$ cat src/rtl/lin_mtx_pkg.sv
package lin_mtx_pkg;

    typedef enum logic [2:0] {
        ST_IDLE,
        ST_BREAK,
        ST_DELIM,
        ST_SYNC,
        ST_PID,
        ST_DATA,
        ST_CKSUM
    } mst_e;

    localparam logic [7:0] SYNC_BYTE = 8'h55;

endpackage

$ cat src/rtl/lin_pid_gen.sv
module lin_pid_gen (
    input  logic [5:0] id,
    output logic [7:0] pid
);
    logic p0, p1;

    always_comb begin
        p0  = id[0] ^ id[1] ^ id[2] ^ id[4];
        p1  = ~(id[1] ^ id[3] ^ id[4] ^ id[5]);
        pid = {p1, p0, id};
    end
endmodule

$ cat src/rtl/lin_cks_acc.sv
module lin_cks_acc #(
    parameter int W = 8
) (
    input  logic         clk,
    input  logic         rst_n,
    input  logic         clr,
    input  logic [W-1:0] init,
    input  logic         add,
    input  logic [W-1:0] din,
    output logic [W-1:0] cks
);
    logic [W-1:0] acc;
    logic [W:0]   wide;

    always_comb begin
        wide = {1'b0, acc} + {1'b0, din};
        cks  = ~acc;
    end

    always_ff @(posedge clk or negedge rst_n) begin
        if (!rst_n)
            acc <= '0;
        else if (clr)
            acc <= init;
        else if (add)
            acc <= wide[W-1:0] + {{(W-1){1'b0}}, wide[W]};
    end
endmodule

$ cat src/rtl/lin_bit_timer.sv
module lin_bit_timer #(
    parameter int OVS = 16
) (
    input  logic clk,
    input  logic rst_n,
    input  logic restart,
    input  logic samp_tick,
    output logic mid,
    output logic last
);
    localparam int CNTW = (OVS > 1) ? $clog2(OVS) : 1;
    localparam int MIDP = OVS / 2;

    logic [CNTW-1:0] cnt;

    always_comb begin
        mid  = samp_tick && (cnt == CNTW'(MIDP));
        last = samp_tick && (cnt == CNTW'(OVS - 1));
    end

    always_ff @(posedge clk or negedge rst_n) begin
        if (!rst_n)
            cnt <= '0;
        else if (restart)
            cnt <= '0;
        else if (samp_tick)
            cnt <= (cnt == CNTW'(OVS - 1)) ? '0 : cnt + 1'b1;
    end
endmodule

$ cat src/rtl/lin_master_tx.sv
module lin_master_tx
    import lin_mtx_pkg::*;
#(
    parameter int OVS      = 16,
    parameter int BRK_BITS = 13,
    parameter int NBYTES   = 8
) (
    input  logic                      clk,
    input  logic                      rst_n,
    input  logic                      samp_tick,
    input  logic [5:0]                cfg_id,
    input  logic [$clog2(NBYTES)-1:0] cfg_len,
    input  logic                      cfg_pub,
    input  logic                      cfg_enh,
    input  logic                      buf_we,
    input  logic [$clog2(NBYTES)-1:0] buf_idx,
    input  logic [7:0]                buf_byte,
    input  logic                      hdr_req,
    input  logic                      rx,
    output logic                      tx,
    output logic                      busy,
    output logic                      flag_done,
    output logic                      flag_hdr,
    output logic                      flag_err
);
    localparam int IW  = $clog2(NBYTES);
    localparam int BLW = $clog2((BRK_BITS > 10) ? BRK_BITS : 10);

    mst_e            state, state_nx;
    logic            tx_q;
    logic [8:0]      sh;
    logic [BLW-1:0]  bits_left;
    logic [IW-1:0]   idx;
    logic [5:0]      id_q;
    logic [IW-1:0]   len_q;
    logic            pub_q, enh_q;
    logic [7:0]      dbuf [NBYTES];

    logic            bt_mid, bt_last;
    logic            start, active, mism, fend, step;
    logic [7:0]      pid, cks;
    logic            cks_clr, cks_add;
    logic [7:0]      add_byte;
    logic [IW-1:0]   idx_nx;

    lin_pid_gen u_pid (.id(id_q), .pid(pid));

    lin_bit_timer #(.OVS(OVS)) u_tmr (
        .clk(clk), .rst_n(rst_n), .restart(start), .samp_tick(samp_tick),
        .mid(bt_mid), .last(bt_last)
    );

    lin_cks_acc #(.W(8)) u_cks (
        .clk(clk), .rst_n(rst_n), .clr(cks_clr),
        .init(enh_q ? pid : 8'h00), .add(cks_add), .din(add_byte), .cks(cks)
    );

    always_comb begin
        active  = (state != ST_IDLE);
        start   = hdr_req && !active;
        mism    = active && bt_mid && (rx != tx_q);
        fend    = active && bt_last && (bits_left == '0);
        step    = active && bt_last && (bits_left != '0);
        idx_nx  = idx + 1'b1;
        cks_clr = fend && (state == ST_SYNC);
        cks_add = fend && ((state == ST_PID && pub_q) ||
                           (state == ST_DATA && idx != len_q));
        add_byte = (state == ST_PID) ? dbuf[0] : dbuf[idx_nx];
    end

    // next state
    always_comb begin
        state_nx = state;
        unique case (state)
            ST_IDLE:  if (start) state_nx = ST_BREAK;
            ST_BREAK: if (mism) state_nx = ST_IDLE; else if (fend) state_nx = ST_DELIM;
            ST_DELIM: if (mism) state_nx = ST_IDLE; else if (fend) state_nx = ST_SYNC;
            ST_SYNC:  if (mism) state_nx = ST_IDLE; else if (fend) state_nx = ST_PID;
            ST_PID:   if (mism) state_nx = ST_IDLE;
                      else if (fend) state_nx = pub_q ? ST_DATA : ST_IDLE;
            ST_DATA:  if (mism) state_nx = ST_IDLE;
                      else if (fend && idx == len_q) state_nx = ST_CKSUM;
            ST_CKSUM: if (mism || fend) state_nx = ST_IDLE;
            default:  state_nx = ST_IDLE;
        endcase
    end

    // state register
    always_ff @(posedge clk or negedge rst_n) begin
        if (!rst_n) state <= ST_IDLE;
        else        state <= state_nx;
    end

    // message buffer: writable only between frames
    always_ff @(posedge clk or negedge rst_n) begin
        if (!rst_n) begin
            for (int i = 0; i < NBYTES; i++) dbuf[i] <= 8'h00;
        end else if (buf_we && !active) begin
            dbuf[buf_idx] <= buf_byte;
        end
    end

    // serializer and flags
    always_ff @(posedge clk or negedge rst_n) begin
        if (!rst_n) begin
            tx_q      <= 1'b1;
            sh        <= '0;
            bits_left <= '0;
            idx       <= '0;
            id_q      <= '0;
            len_q     <= '0;
            pub_q     <= 1'b0;
            enh_q     <= 1'b0;
            flag_done <= 1'b0;
            flag_hdr  <= 1'b0;
            flag_err  <= 1'b0;
        end else if (start) begin
            tx_q      <= 1'b0;
            sh        <= '0;
            bits_left <= BLW'(BRK_BITS - 1);
            idx       <= '0;
            id_q      <= cfg_id;
            len_q     <= cfg_len;
            pub_q     <= cfg_pub;
            enh_q     <= cfg_enh;
            flag_done <= 1'b0;
            flag_hdr  <= 1'b0;
            flag_err  <= 1'b0;
        end else if (mism) begin
            tx_q     <= 1'b1;
            flag_err <= 1'b1;
        end else if (step) begin
            tx_q      <= sh[0];
            sh        <= {1'b0, sh[8:1]};
            bits_left <= bits_left - 1'b1;
        end else if (fend) begin
            unique case (state)
                ST_BREAK: begin
                    tx_q      <= 1'b1;
                    bits_left <= '0;
                end
                ST_DELIM: begin
                    tx_q <= 1'b0; sh <= {1'b1, SYNC_BYTE}; bits_left <= BLW'(9);
                end
                ST_SYNC: begin
                    tx_q <= 1'b0; sh <= {1'b1, pid}; bits_left <= BLW'(9);
                end
                ST_PID: begin
                    flag_hdr <= 1'b1;
                    if (pub_q) begin
                        tx_q <= 1'b0; sh <= {1'b1, dbuf[0]}; bits_left <= BLW'(9);
                        idx  <= '0;
                    end else begin
                        tx_q <= 1'b1;
                    end
                end
                ST_DATA: begin
                    tx_q      <= 1'b0;
                    bits_left <= BLW'(9);
                    if (idx == len_q) begin
                        sh <= {1'b1, cks};
                    end else begin
                        sh  <= {1'b1, dbuf[idx_nx]};
                        idx <= idx_nx;
                    end
                end
                ST_CKSUM: begin
                    flag_done <= 1'b1;
                    tx_q      <= 1'b1;
                end
                default: tx_q <= 1'b1;
            endcase
        end
    end

    assign tx   = tx_q;
    assign busy = active;

endmodule

$ cat config.mk
export PLATFORM = sky130hd
export DESIGN_NAME = lin_master_tx
export DESIGN_NICKNAME = d
export VERILOG_FILES = /design/src/rtl/lin_mtx_pkg.sv /design/src/rtl/lin_pid_gen.sv /design/src/rtl/lin_cks_acc.sv /design/src/rtl/lin_bit_timer.sv /design/src/rtl/lin_master_tx.sv
export SDC_FILE = /design/constraint.sdc
export NUM_CORES = 1
export LEC_CHECK = 0
export ABC_AREA = 1
export BUFFER_PORTS_ARGS = -buffer_cell sky130_fd_sc_hd__buf_2
export CAP_MARGIN = 20
export CORE_UTILIZATION = 35
export DETAILED_ROUTE_END_ITERATION = 8
export PLACE_DENSITY = 0.54
export SLEW_MARGIN = 15
export SYNTH_ARGS = -nofsm -noshare
export SYNTH_HDL_FRONTEND = slang
export SYNTH_SLANG_ARGS = --single-unit
$ cat constraint.sdc
create_clock -name clk -period 6.9 [get_ports clk]
set_input_delay 0.345 -clock clk [delete_from_list [all_inputs] [get_ports clk]]
set_output_delay 0.345 -clock clk [all_outputs]
set_load 0.01 [all_outputs]
Word level (Yosys, flattened, before mapping)
Index checks and enable logic that the tools add are counted.
{ "word_totals": {"reg_bits": 110, "in_bits": 28, "output_inout_bits": 5, "elab_cells": 168} }
{ "op_classes": {"addsub": 5, "order_cmp": 3, "eq_ne": 23, "muxes": 65, "n_bitwise": 10, "n_reduce_logical": 40} }
{ "op_table": {"columns": ["op", "count"], "rows": [
  ["bitwise mux 64 bit", 1],
  ["2-to-1 mux 8 bit", 8],
  ["2-to-1 mux 3 bit", 19],
  ["2-to-1 mux 9 bit", 5],
  ["case mux 9 bit (4 select lines)", 1],
  ["2-to-1 mux 4 bit", 8],
  ["binary-select mux 8 bit (select 3 bit)", 1],
  ["demux 8 bit (select 3 bit)", 1],
  ["case mux 3 bit (7 select lines)", 1],
  ["inequality test 3 bit (second input constant)", 6],
  ["2-to-1 mux 1 bit", 17],
  ["AND reduction 4 bit", 4],
  ["logical AND 1 bit", 15],
  ["case mux 4 bit (3 select lines)", 1],
  ["nonzero test 2 bit", 6],
  ["adder 8 x 8 -> 9 bit", 1],
  ["== test 3 bit (second input constant)", 3],
  ["nonzero test 3 bit", 3],
  ["adder 8 x 1 -> 8 bit", 1],
  ["== test 4 bit (second input constant)", 2],
  [">= comparator 4 bit (second input constant)", 2],
  ["inequality test 2 bit (second input constant)", 4],
  ["NOT 3 -> 4 bit", 2],
  ["NOT 8 bit", 1],
  ["other kinds (25)", 33]
]} }

Logic depth before layout (Yosys ltp)
Gate-level depths: netlist (run 1).
{ "depth": {"ltp_word": 11, "ltp_mapped": 27} }

Hierarchy
From an unflattened synthesis (run 1), not the netlist that was laid out.
{ "unflattened": {"cells_unflattened": 928, "hier_area_um2": 6800.3} }
{ "by_module_without_submodules": {"columns": ["mod", "instances", "cells_per_inst", "area_per_inst_um2", "seq_area_each_um2"], "rows": [
  ["lin_master_tx", 1, 734, 5502.8, 2453.6],
  ["lin_cks_acc", 1, 133, 885.8, 200.2],
  ["lin_bit_timer", 1, 32, 252.7, 100.1],
  ["lin_pid_gen", 1, 29, 158.9, 0.0]
]} }

Worst setup path before layout (run 1)
Ideal clock, no wire load.
{ "synth_timing": {"path_type": "reg-to-reg", "from": "reg idx[1]", "to": "reg u_cks.acc[5]", "arrival_ps": 3214, "required_ps": 6813, "path_slack_ps": 3599, "stages_incl_launch_ff": 25, "path_cell_list": "dfrtp_1 -> ha_1 -> buf_2 -> clkbuf_1 -> a21oi_1 -> o21ai_0 -> nand2_1 -> nand2_1 -> nand2_1 -> nand2_1 -> o21ai_0 -> ha_1 -> fa_1 -> nand3_1 -> nand3_1 -> a21oi_1 -> o21bai_1 -> ha_1 -> nand2_1 -> nor2_1 -> nand3_1 -> inv_1 -> nand2_1 -> nand3_1 -> a22oi_1"} }
{ "synth_via": {"elab_chain_len": 10, "word_cells_on_any_way": 15} }
{ "synth_lines": {"columns": ["element", "line_no", "rtl"], "rows": [
  ["from (decl)", "lin_master_tx.sv:33", "logic [IW-1:0] idx;"],
  ["from (signal assigned)", "lin_master_tx.sv:164", "idx <= idx_nx;"],
  ["adder 3 x 1 -> 3 bit", "lin_master_tx.sv:64", "idx_nx = idx + 1'b1;"],
  ["NOT 3 -> 4 bit (implied by the code)", "lin_master_tx.sv:68", "add_byte = (state == ST_PID) ? dbuf[0] : dbuf[idx_nx];"],
  ["binary-select mux 8 bit (select 3 bit)", "lin_master_tx.sv:68", null],
  ["2-to-1 mux 8 bit (implied by the code) (2 in series)", "lin_master_tx.sv:68", null],
  ["2-to-1 mux 8 bit", "lin_master_tx.sv:68", null],
  ["adder 8 x 8 -> 9 bit", "lin_cks_acc.sv:16", "wide = {1'b0, acc} + {1'b0, din};"],
  ["adder 8 x 1 -> 8 bit", "lin_cks_acc.sv:26", "acc <= wide[W-1:0] + {{(W-1){1'b0}}, wide[W]};"],
  ["2-to-1 mux 8 bit", "lin_cks_acc.sv:25", "else if (add)"],
  ["2-to-1 mux 8 bit", "lin_cks_acc.sv:23", "else if (clr)"],
  ["to (signal assigned)", "lin_cks_acc.sv:24", "acc <= init;"],
  ["to (signal assigned)", "lin_cks_acc.sv:26", null],
  ["to (decl)", "lin_cks_acc.sv:12", "logic [W-1:0] acc;"]
]} }
Parallel ways exist; a longest one is shown, timed or not. The select of a mux whose other input is x is not followed.
A chain may end at the register's enable or synchronous reset.

Worst setup path after layout (run 1)
{ "layout_timing": {"from": "reg idx[0]", "to": "reg u_cks.acc[6]"} }
Same word-level chain as after synthesis.

==> flow_metrics.py, run 1 <==
metrics = {
    "sta": {
        "relSlewSlack_pct": 30.2,
        "min_period_ps": 4350,
        "max_freq_mhz": 230,
        "fin_tns_setup_ps": 0,
        "setup_viol": 0,
        "period_share_pct": 63.0,
        "rsz0062_at_grt": "no",
        "hold_slack_ps": 46.2,
        "drv_slew": 0,
        "tightest_slew_ps": 1050,
        "finClkSkew_ps": 8.77,
        "hold_viol": 0,
    },
    "cts": {
        "h-tree-depth": 3,
        "post_cts_resized": 0,
        "cts_num_sinks": 110,
        "clock_latency_ps": 360,
        "cts_setup_buffers": 0,
        "hold_buffers": 0,
        "clockRootBuffer": "clkbuf_16",
        "cts_buffer_depth": 2,
        "cts_made_buffers": 9,
        "cts_tree": "done",
        "path_clk_slew_ps": 80,
    },
    "yosys": {
        "synth_compound_area_share_pct": 15.9,
        "yosysTopAreaCell": "dfrtp_1",
        "postSynthCellCount": 847,
        "synth_top_flop_cell": "dfrtp_1",
        "netlist_area_um2": 6380,
        "synth.most_common_cell": "nand2_1",
        "async_flop_share_pct": 100,
        "synthXorXnorAreaFrac_pct": 2.45,
        "synthAdderAreaFrac_pct": 3.25,
        "ys_types": 41,
        "synth_top_family_by_area": "simple AND/OR/NAND/NOR gates",
        "netlist.area_leader.share_pct": 42.7,
        "synthMuxAreaShare_pct": 0,
        "ys_seq_area_share_pct": 43.1,
        "ys_ff_latch": 110,
        "synth_nets": 891,
        "synth-simple-area-share_pct": 25.8,
        "avgSynthCellArea_um2": 7.54,
        "synth-edff-count": 0,
        "synth-warning-count": 0,
        "synthTopCellsByCount": "nand2_1, inv_1, dfrtp_1, o21ai_0, nor2_1",
        "synth.area.top_cells": "dfrtp_1, nand2_1, inv_1",
    },
    "placement": {
        "dp_cells": 1079,
        "portBuffers": 32,
        "gp_congestion": 0.844,
        "postPlaceCellArea_um2": 6680,
        "hpwl_um": 11400,
    },
    "detailed_routing": {
        "ant_nets": 0,
        "viasPerCell": 4.83,
        "first_pass_iters": 5,
        "wl_per_cell_um": 14.4,
        "drc": 0,
        "drtIter0Drc": 384,
        "vias": 5287,
        "totalWireLength_um": 15800,
    },
    "floorplan": {
        "core_area_um2": 17900,
        "dieArea_um2": 18800,
        "ioPinCount": 33,
        "rows": 49,
        "die_x_um": 137,
        "die_h_um": 137,
        "initial_utilization_pct": 35.7,
    },
    "finish": {
        "num-fill-cells": 1871,
        "final_cells": 1095,
        "area_delta_synth_final_pct": 9.33,
        "n_antenna_cell": 0,
        "finalNetCount": 905,
        "drive_gt1_share_pct": 9.24,
        "finalInstanceArea_um2": 6980,
    },
    "power": {
        "cellPowerDensity_nw_per_um2": 468,
        "p_sw_share_pct": 45.4,
        "pwr-share-comb_pct": 50.9,
        "ir_drop_mv": 0.190,
        "power.share.clock_pct": 15.8,
        "internal_power_mw": 1.78,
        "switching_power_mw": 1.48,
        "p_seq_share_pct": 33.3,
        "p_leak_nw": 3.46,
        "total_power_mw": 3.27,
    },
    "grt": {
        "grt_pass1_wl_um": 26200,
        "grt_pass1_vias": 4881,
        "grt-ovfl-total": 0,
        "antenna_found_initial": 0,
        "grt_max_degree": 57,
        "track_usage_pct": 18.2,
    },
    "critical_path": {
        "worstSetupEndpointType": "register",
        "arrival_ps": 4600,
        "worst-path-max-fanout": 53,
        "cp-start-kind": "register",
        "worstRegToRegCells": 24,
        "crit_required_ps": 7160,
        "critPathKind": "register to register",
    },
    "run_status": {
        "status": "finished, final reports clean",
    },
    "job": {
        "cap_violations": 0,
    },
    "hold_path": {
        "hp-class": "input pin to asynchronous set/reset pin",
    },
}
[state kept, by name (all words and copies together), names as in the netlist]
register,flops
enh_q,1
sh,9
flag_done,1
u_cks.acc,8
flag_hdr,1
dbuf,64
pub_q,1
u_tmr.cnt,4
tx,1
bits_left,4
len_q,3
idx,3
flag_err,1
state,3
id_q,6
[per-stage QoR]
stage	setup slack (ps)	util, %
global route	1980	39.0
global placement	2710	37.3
finish	2550	39.0
detailed placement	2600	37.3
CTS	2580	39.0
floorplan	3600	-
[cell usage in the layout, fill, tap and decap left out, types with 7 or more instances in the layout]
cell type	netlist	layout
nand3_1	38	38
buf_2	12	31
dfrtp_1	109	109
ha_1	15	15
xnor2_1	10	10
o21ai_0	77	77
nor2_1	69	69
nand2_1	224	224
clkbuf_16	0	9
a21oi_1	58	58
nand4_1	7	7
nor2_2	8	8
o21ai_1	14	14
inv_1	114	114
o211ai_1	16	16
[kinds of logic after synthesis]
family                   count (synthesis)
AO/OA/AOI/OAI                          185
XOR/XNOR                                17
adder cells (fa/ha/maj)                 16
buffers and inverters                  148
flip-flops                             110
AND/OR/NAND/NOR                        371
[power by group through the flow]
stage | Sequential, mW | Clock [mW] | Combinational, mW
floorplan | 1.06 | 0 | 1.29
global placement | 1.10 | 0 | 1.66
detailed placement | 1.10 | 0 | 1.67
CTS | 1.09 | 0.534 | 1.68
global route | 1.12 | 0.559 | 1.93
finish | 1.09 | 0.516 | 1.66
[worst paths after layout]
path,from,end,slack [ps]
hold / removal,rst_n,u_cks.acc[6]$_DFFE_PN0P_,50
setup reg to reg,idx[0]$_DFFE_PN0P_,u_cks.acc[6]$_DFFE_PN0P_,2550
max in group asynchronous,rst_n,dbuf[13]$_DFFE_PN0P_,5650
min in group clk,cfg_len[1],len_q[1]$_DFFE_PN0P_,190
hold reg to reg,dbuf[8]$_DFFE_PN0P_,dbuf[8]$_DFFE_PN0P_,500
setup / recovery,idx[0]$_DFFE_PN0P_,u_cks.acc[6]$_DFFE_PN0P_,2550
[worst max-delay path: stages (launching register included)]
cell      delay, ps
dfrtp_1         360
buf_4           270
ha_1           1050
o211ai_1        230
nand2_1         120
nand2_1          50
nand2_1          80
nand2_1          60
o21ai_0         100
ha_1            220
fa_1            230
nand3_1         110
nand3_1         100
a21oi_1          70
o21bai_1        180
ha_1            170
nand2_1          60
nor2_1          200
nand3_1         150
inv_1            90
nand2_1          70
nand3b_1         80
nand3_1          70
nand2_1          60
inv_1            30
[layer usage]
layer | vias to the layer above | routed length, um | global-route usage (%)
met1 | 2406 | 8160 | 27.2
met2 | 104 | 6820 | 26.5
met5 | - | 0 | 0
met4 | 0 | 244 | 5.13
li1 | 2759 | - | -
met3 | 18 | 569 | 3.26
[cell type report]
type | count | area, um^2 | area share (%)
Clock buffer | 9 | 225 | 3.23
Clock inverter | 7 | 68.8 | 0.986
Inverter | 117 | 439 | 6.29
Multi-Input combinational cell | 589 | 3030 | 43.4
Sequential cell | 110 | 2750 | 39.5
Tap cell | 229 | 287 | 4.11
Timing Repair Buffer | 34 | 178 | 2.55
No activity file was read; power rests on OpenSTA's default activity.
==> inputs of run 2 (changes only) <==
Clock period 6.9 ns to 4.37 ns, I/O delays scaled along.
==> flow_metrics.py, run 2 (synthesis results as in run 1) <==
metrics = {
    "power": {
        "ir_drop_mv": 0.295,
        "total_power_mw": 5.19,
        "power.share.clock_pct": 15.4,
        "switching_power_mw": 2.37,
        "pwr-share-comb_pct": 51.5,
        "p_leak_nw": 3.49,
        "internal_power_mw": 2.82,
        "cellPowerDensity_nw_per_um2": 740,
        "p_seq_share_pct": 33.0,
        "p_sw_share_pct": 45.7,
    },
    "sta": {
        "setup_viol": 0,
        "drv_slew": 0,
        "rsz0062_at_grt": "no",
        "period_share_pct": 86.3,
        "fin_tns_setup_ps": 0,
        "finClkSkew_ps": 12.6,
        "min_period_ps": 3770,
        "hold_viol": 0,
        "relSlewSlack_pct": 35.8,
        "tightest_slew_ps": 960,
        "max_freq_mhz": 265,
    },
    "floorplan": {
        "die_x_um": 137,
        "initial_utilization_pct": 35.7,
        "dieArea_um2": 18800,
        "core_area_um2": 17900,
        "rows": 49,
        "ioPinCount": 33,
        "die_h_um": 137,
    },
    "finish": {
        "seqCellArea_um2": 2750,
        "multi_input_comb_area_um2": 3030,
        "n_antenna_cell": 0,
        "largest_reg_flops": 64,
        "num-fill-cells": 1920,
        "final_common_cell": "nand2_1",
        "finalNetCount": 910,
        "mostFrequentLayoutCells": "nand2_1, inv_1, dfrtp_1",
        "top_register": "dbuf",
        "finalInstanceArea_um2": 7010,
        "area_delta_synth_final_pct": 9.76,
        "top_regs": "dbuf x64, sh x9, u_cks.acc x8",
        "drive_gt1_share_pct": 9.64,
    },
    "run_status": {
        "status": "finished, final reports clean",
    },
    "critical_path": {
        "worstSetupEndpointType": "register",
        "cpPeakStageDelay_ps": 420,
        "critPathKind": "register to register",
        "worstPathCellList": "buf_4 > inv_1 > o211ai_1 > nand2_1 > nand2_1 > nand2_1 > nand2_1 > o21ai_0 > ha_1 > fa_1 > nand3_1 > nand3_1 > a21oi_1 > o21bai_1 > ha_1 > nand2_1 > nor2_1 > nand3_1 > inv_1 > nand2_1 > nand3_1 > a22oi_1",
        "worst-path-max-fanout": 52,
        "crit_required_ps": 4640,
        "cp-start-kind": "register",
        "arrival_ps": 4050,
        "critPathSlowestCell": "fa_1",
        "critical-path-top-delay-family": "simple AND/OR/NAND/NOR gates",
        "crit_buf_inv": 3,
        "crit_path_frequent_cell": "nand2_1",
    },
    "cts": {
        "path_clk_slew_ps": 80,
        "cts_tree": "done",
        "cts_buffer_depth": 2,
        "cts_num_sinks": 110,
        "h-tree-depth": 3,
        "clockRootBuffer": "clkbuf_16",
        "cts_setup_buffers": 0,
        "clock_latency_ps": 360,
        "cts_made_buffers": 9,
    },
    "placement": {
        "hpwl_um": 11800,
        "gp_congestion": 0.843,
        "postPlaceCellArea_um2": 6710,
        "portBuffers": 32,
    },
    "detailed_routing": {
        "totalWireLength_um": 15900,
        "wl_per_cell_um": 14.5,
        "ant_nets": 0,
        "vias": 5295,
        "drc": 0,
        "viasPerCell": 4.81,
        "drtIter0Drc": 337,
        "first_pass_iters": 5,
    },
    "grt": {
        "grt_max_degree": 53,
        "grt-ovfl-total": 0,
        "track_usage_pct": 18.8,
        "grt_pass1_vias": 5063,
        "grt_pass1_wl_um": 27000,
        "antenna_found_initial": 0,
    },
    "hold_path": {
        "hp-class": "input pin to register",
    },
    "job": {
        "cap_violations": 0,
    },
}
[run 2: cell types whose count changed in the layout (fill, tap and decap cells not counted), sizes merged]
cell / before / now
clkinv: 2 / 4
buf: 34 / 38
clkinvlp: 2 / 0
dlygate4sd3: 0 / 1
[run 2: repair_timing]
| action | in CTS | in global routing |
|---|---|---|
| endpoints found under the hold margin | 44 | 0 |
| hold buffers | 1 | 0 |
| resized for setup | 0 | 0 |
| setup endpoints to repair | 0 | 0 |
[run 2: worst paths after layout]
| kind | start | end | slack [ps] | cells past startpoint |
|---|---|---|---|---|
| worst max-delay path | idx[0]$_DFFE_PN0P_ | u_cks.acc[5]$_DFFE_PN0P_ | 600 | 22 |
| worst min-delay path | cfg_len[1] | len_q[1]$_DFFE_PN0P_ | 60 | 3 |
| worst max register to register | idx[0]$_DFFE_PN0P_ | u_cks.acc[5]$_DFFE_PN0P_ | 600 | 22 |
| worst min register to register | dbuf[13]$_DFFE_PN0P_ | dbuf[13]$_DFFE_PN0P_ | 500 | 2 |
| max in group asynchronous | rst_n | dbuf[41]$_DFFE_PN0P_ | 2910 | 3 |
| min in group asynchronous | rst_n | dbuf[61]$_DFFE_PN0P_ | 440 | 2 |
[run 2: through the flow]
step                util [%]  hold WS [ps]  setup slack (ps)  instances
floorplan                  -         -77.1              1070        847
global placement        37.5           300               754       1083
detailed placement      37.5           296               626       1083
CTS                     39.1          48.5               611       1100
global route            39.1          76.0              68.5       1100
finish                  39.1          62.7               598       1100
[run 2: worst min-delay path, delay by kind of cell]
family,cells,cell delay (ps)
buffers and inverters,1,70
AND/OR/NAND/NOR,2,90
[run 2: power groups by stage]
stage,Clock (mW),Combinational [mW],Sequential (mW)
after detailed placement,0,2.68,1.73
after global routing,0.860,3.13,1.77
after floorplan,0,2.04,1.67
after CTS,0.829,2.69,1.71
final,0.800,2.67,1.71
after global placement,0,2.68,1.72
[run 2: area by class of cell]
class | count | share of cell area [%]
clock buffers | 9 | 3.21
clock inverters | 7 | 0.804
inverters | 117 | 6.27
multi-input cells | 589 | 43.2
flip-flops and latches | 110 | 39.3
well taps | 229 | 4.09
repair buffers | 39 | 3.11
[run 2: metal layers]
| metal | GRT usage (%) | up-vias | share of wire [%] | wire length, um |
|---|---|---|---|---|
| met5 | 0 | - | 0 | 0 |
| met2 | 27.7 | 106 | 42 | 6750 |
| met1 | 28.1 | 2406 | 52 | 8260 |
| li1 | - | 2767 | - | - |
| met4 | 4.76 | 0 | 1.2 | 189 |
| met3 | 3.33 | 16 | 4.5 | 713 |
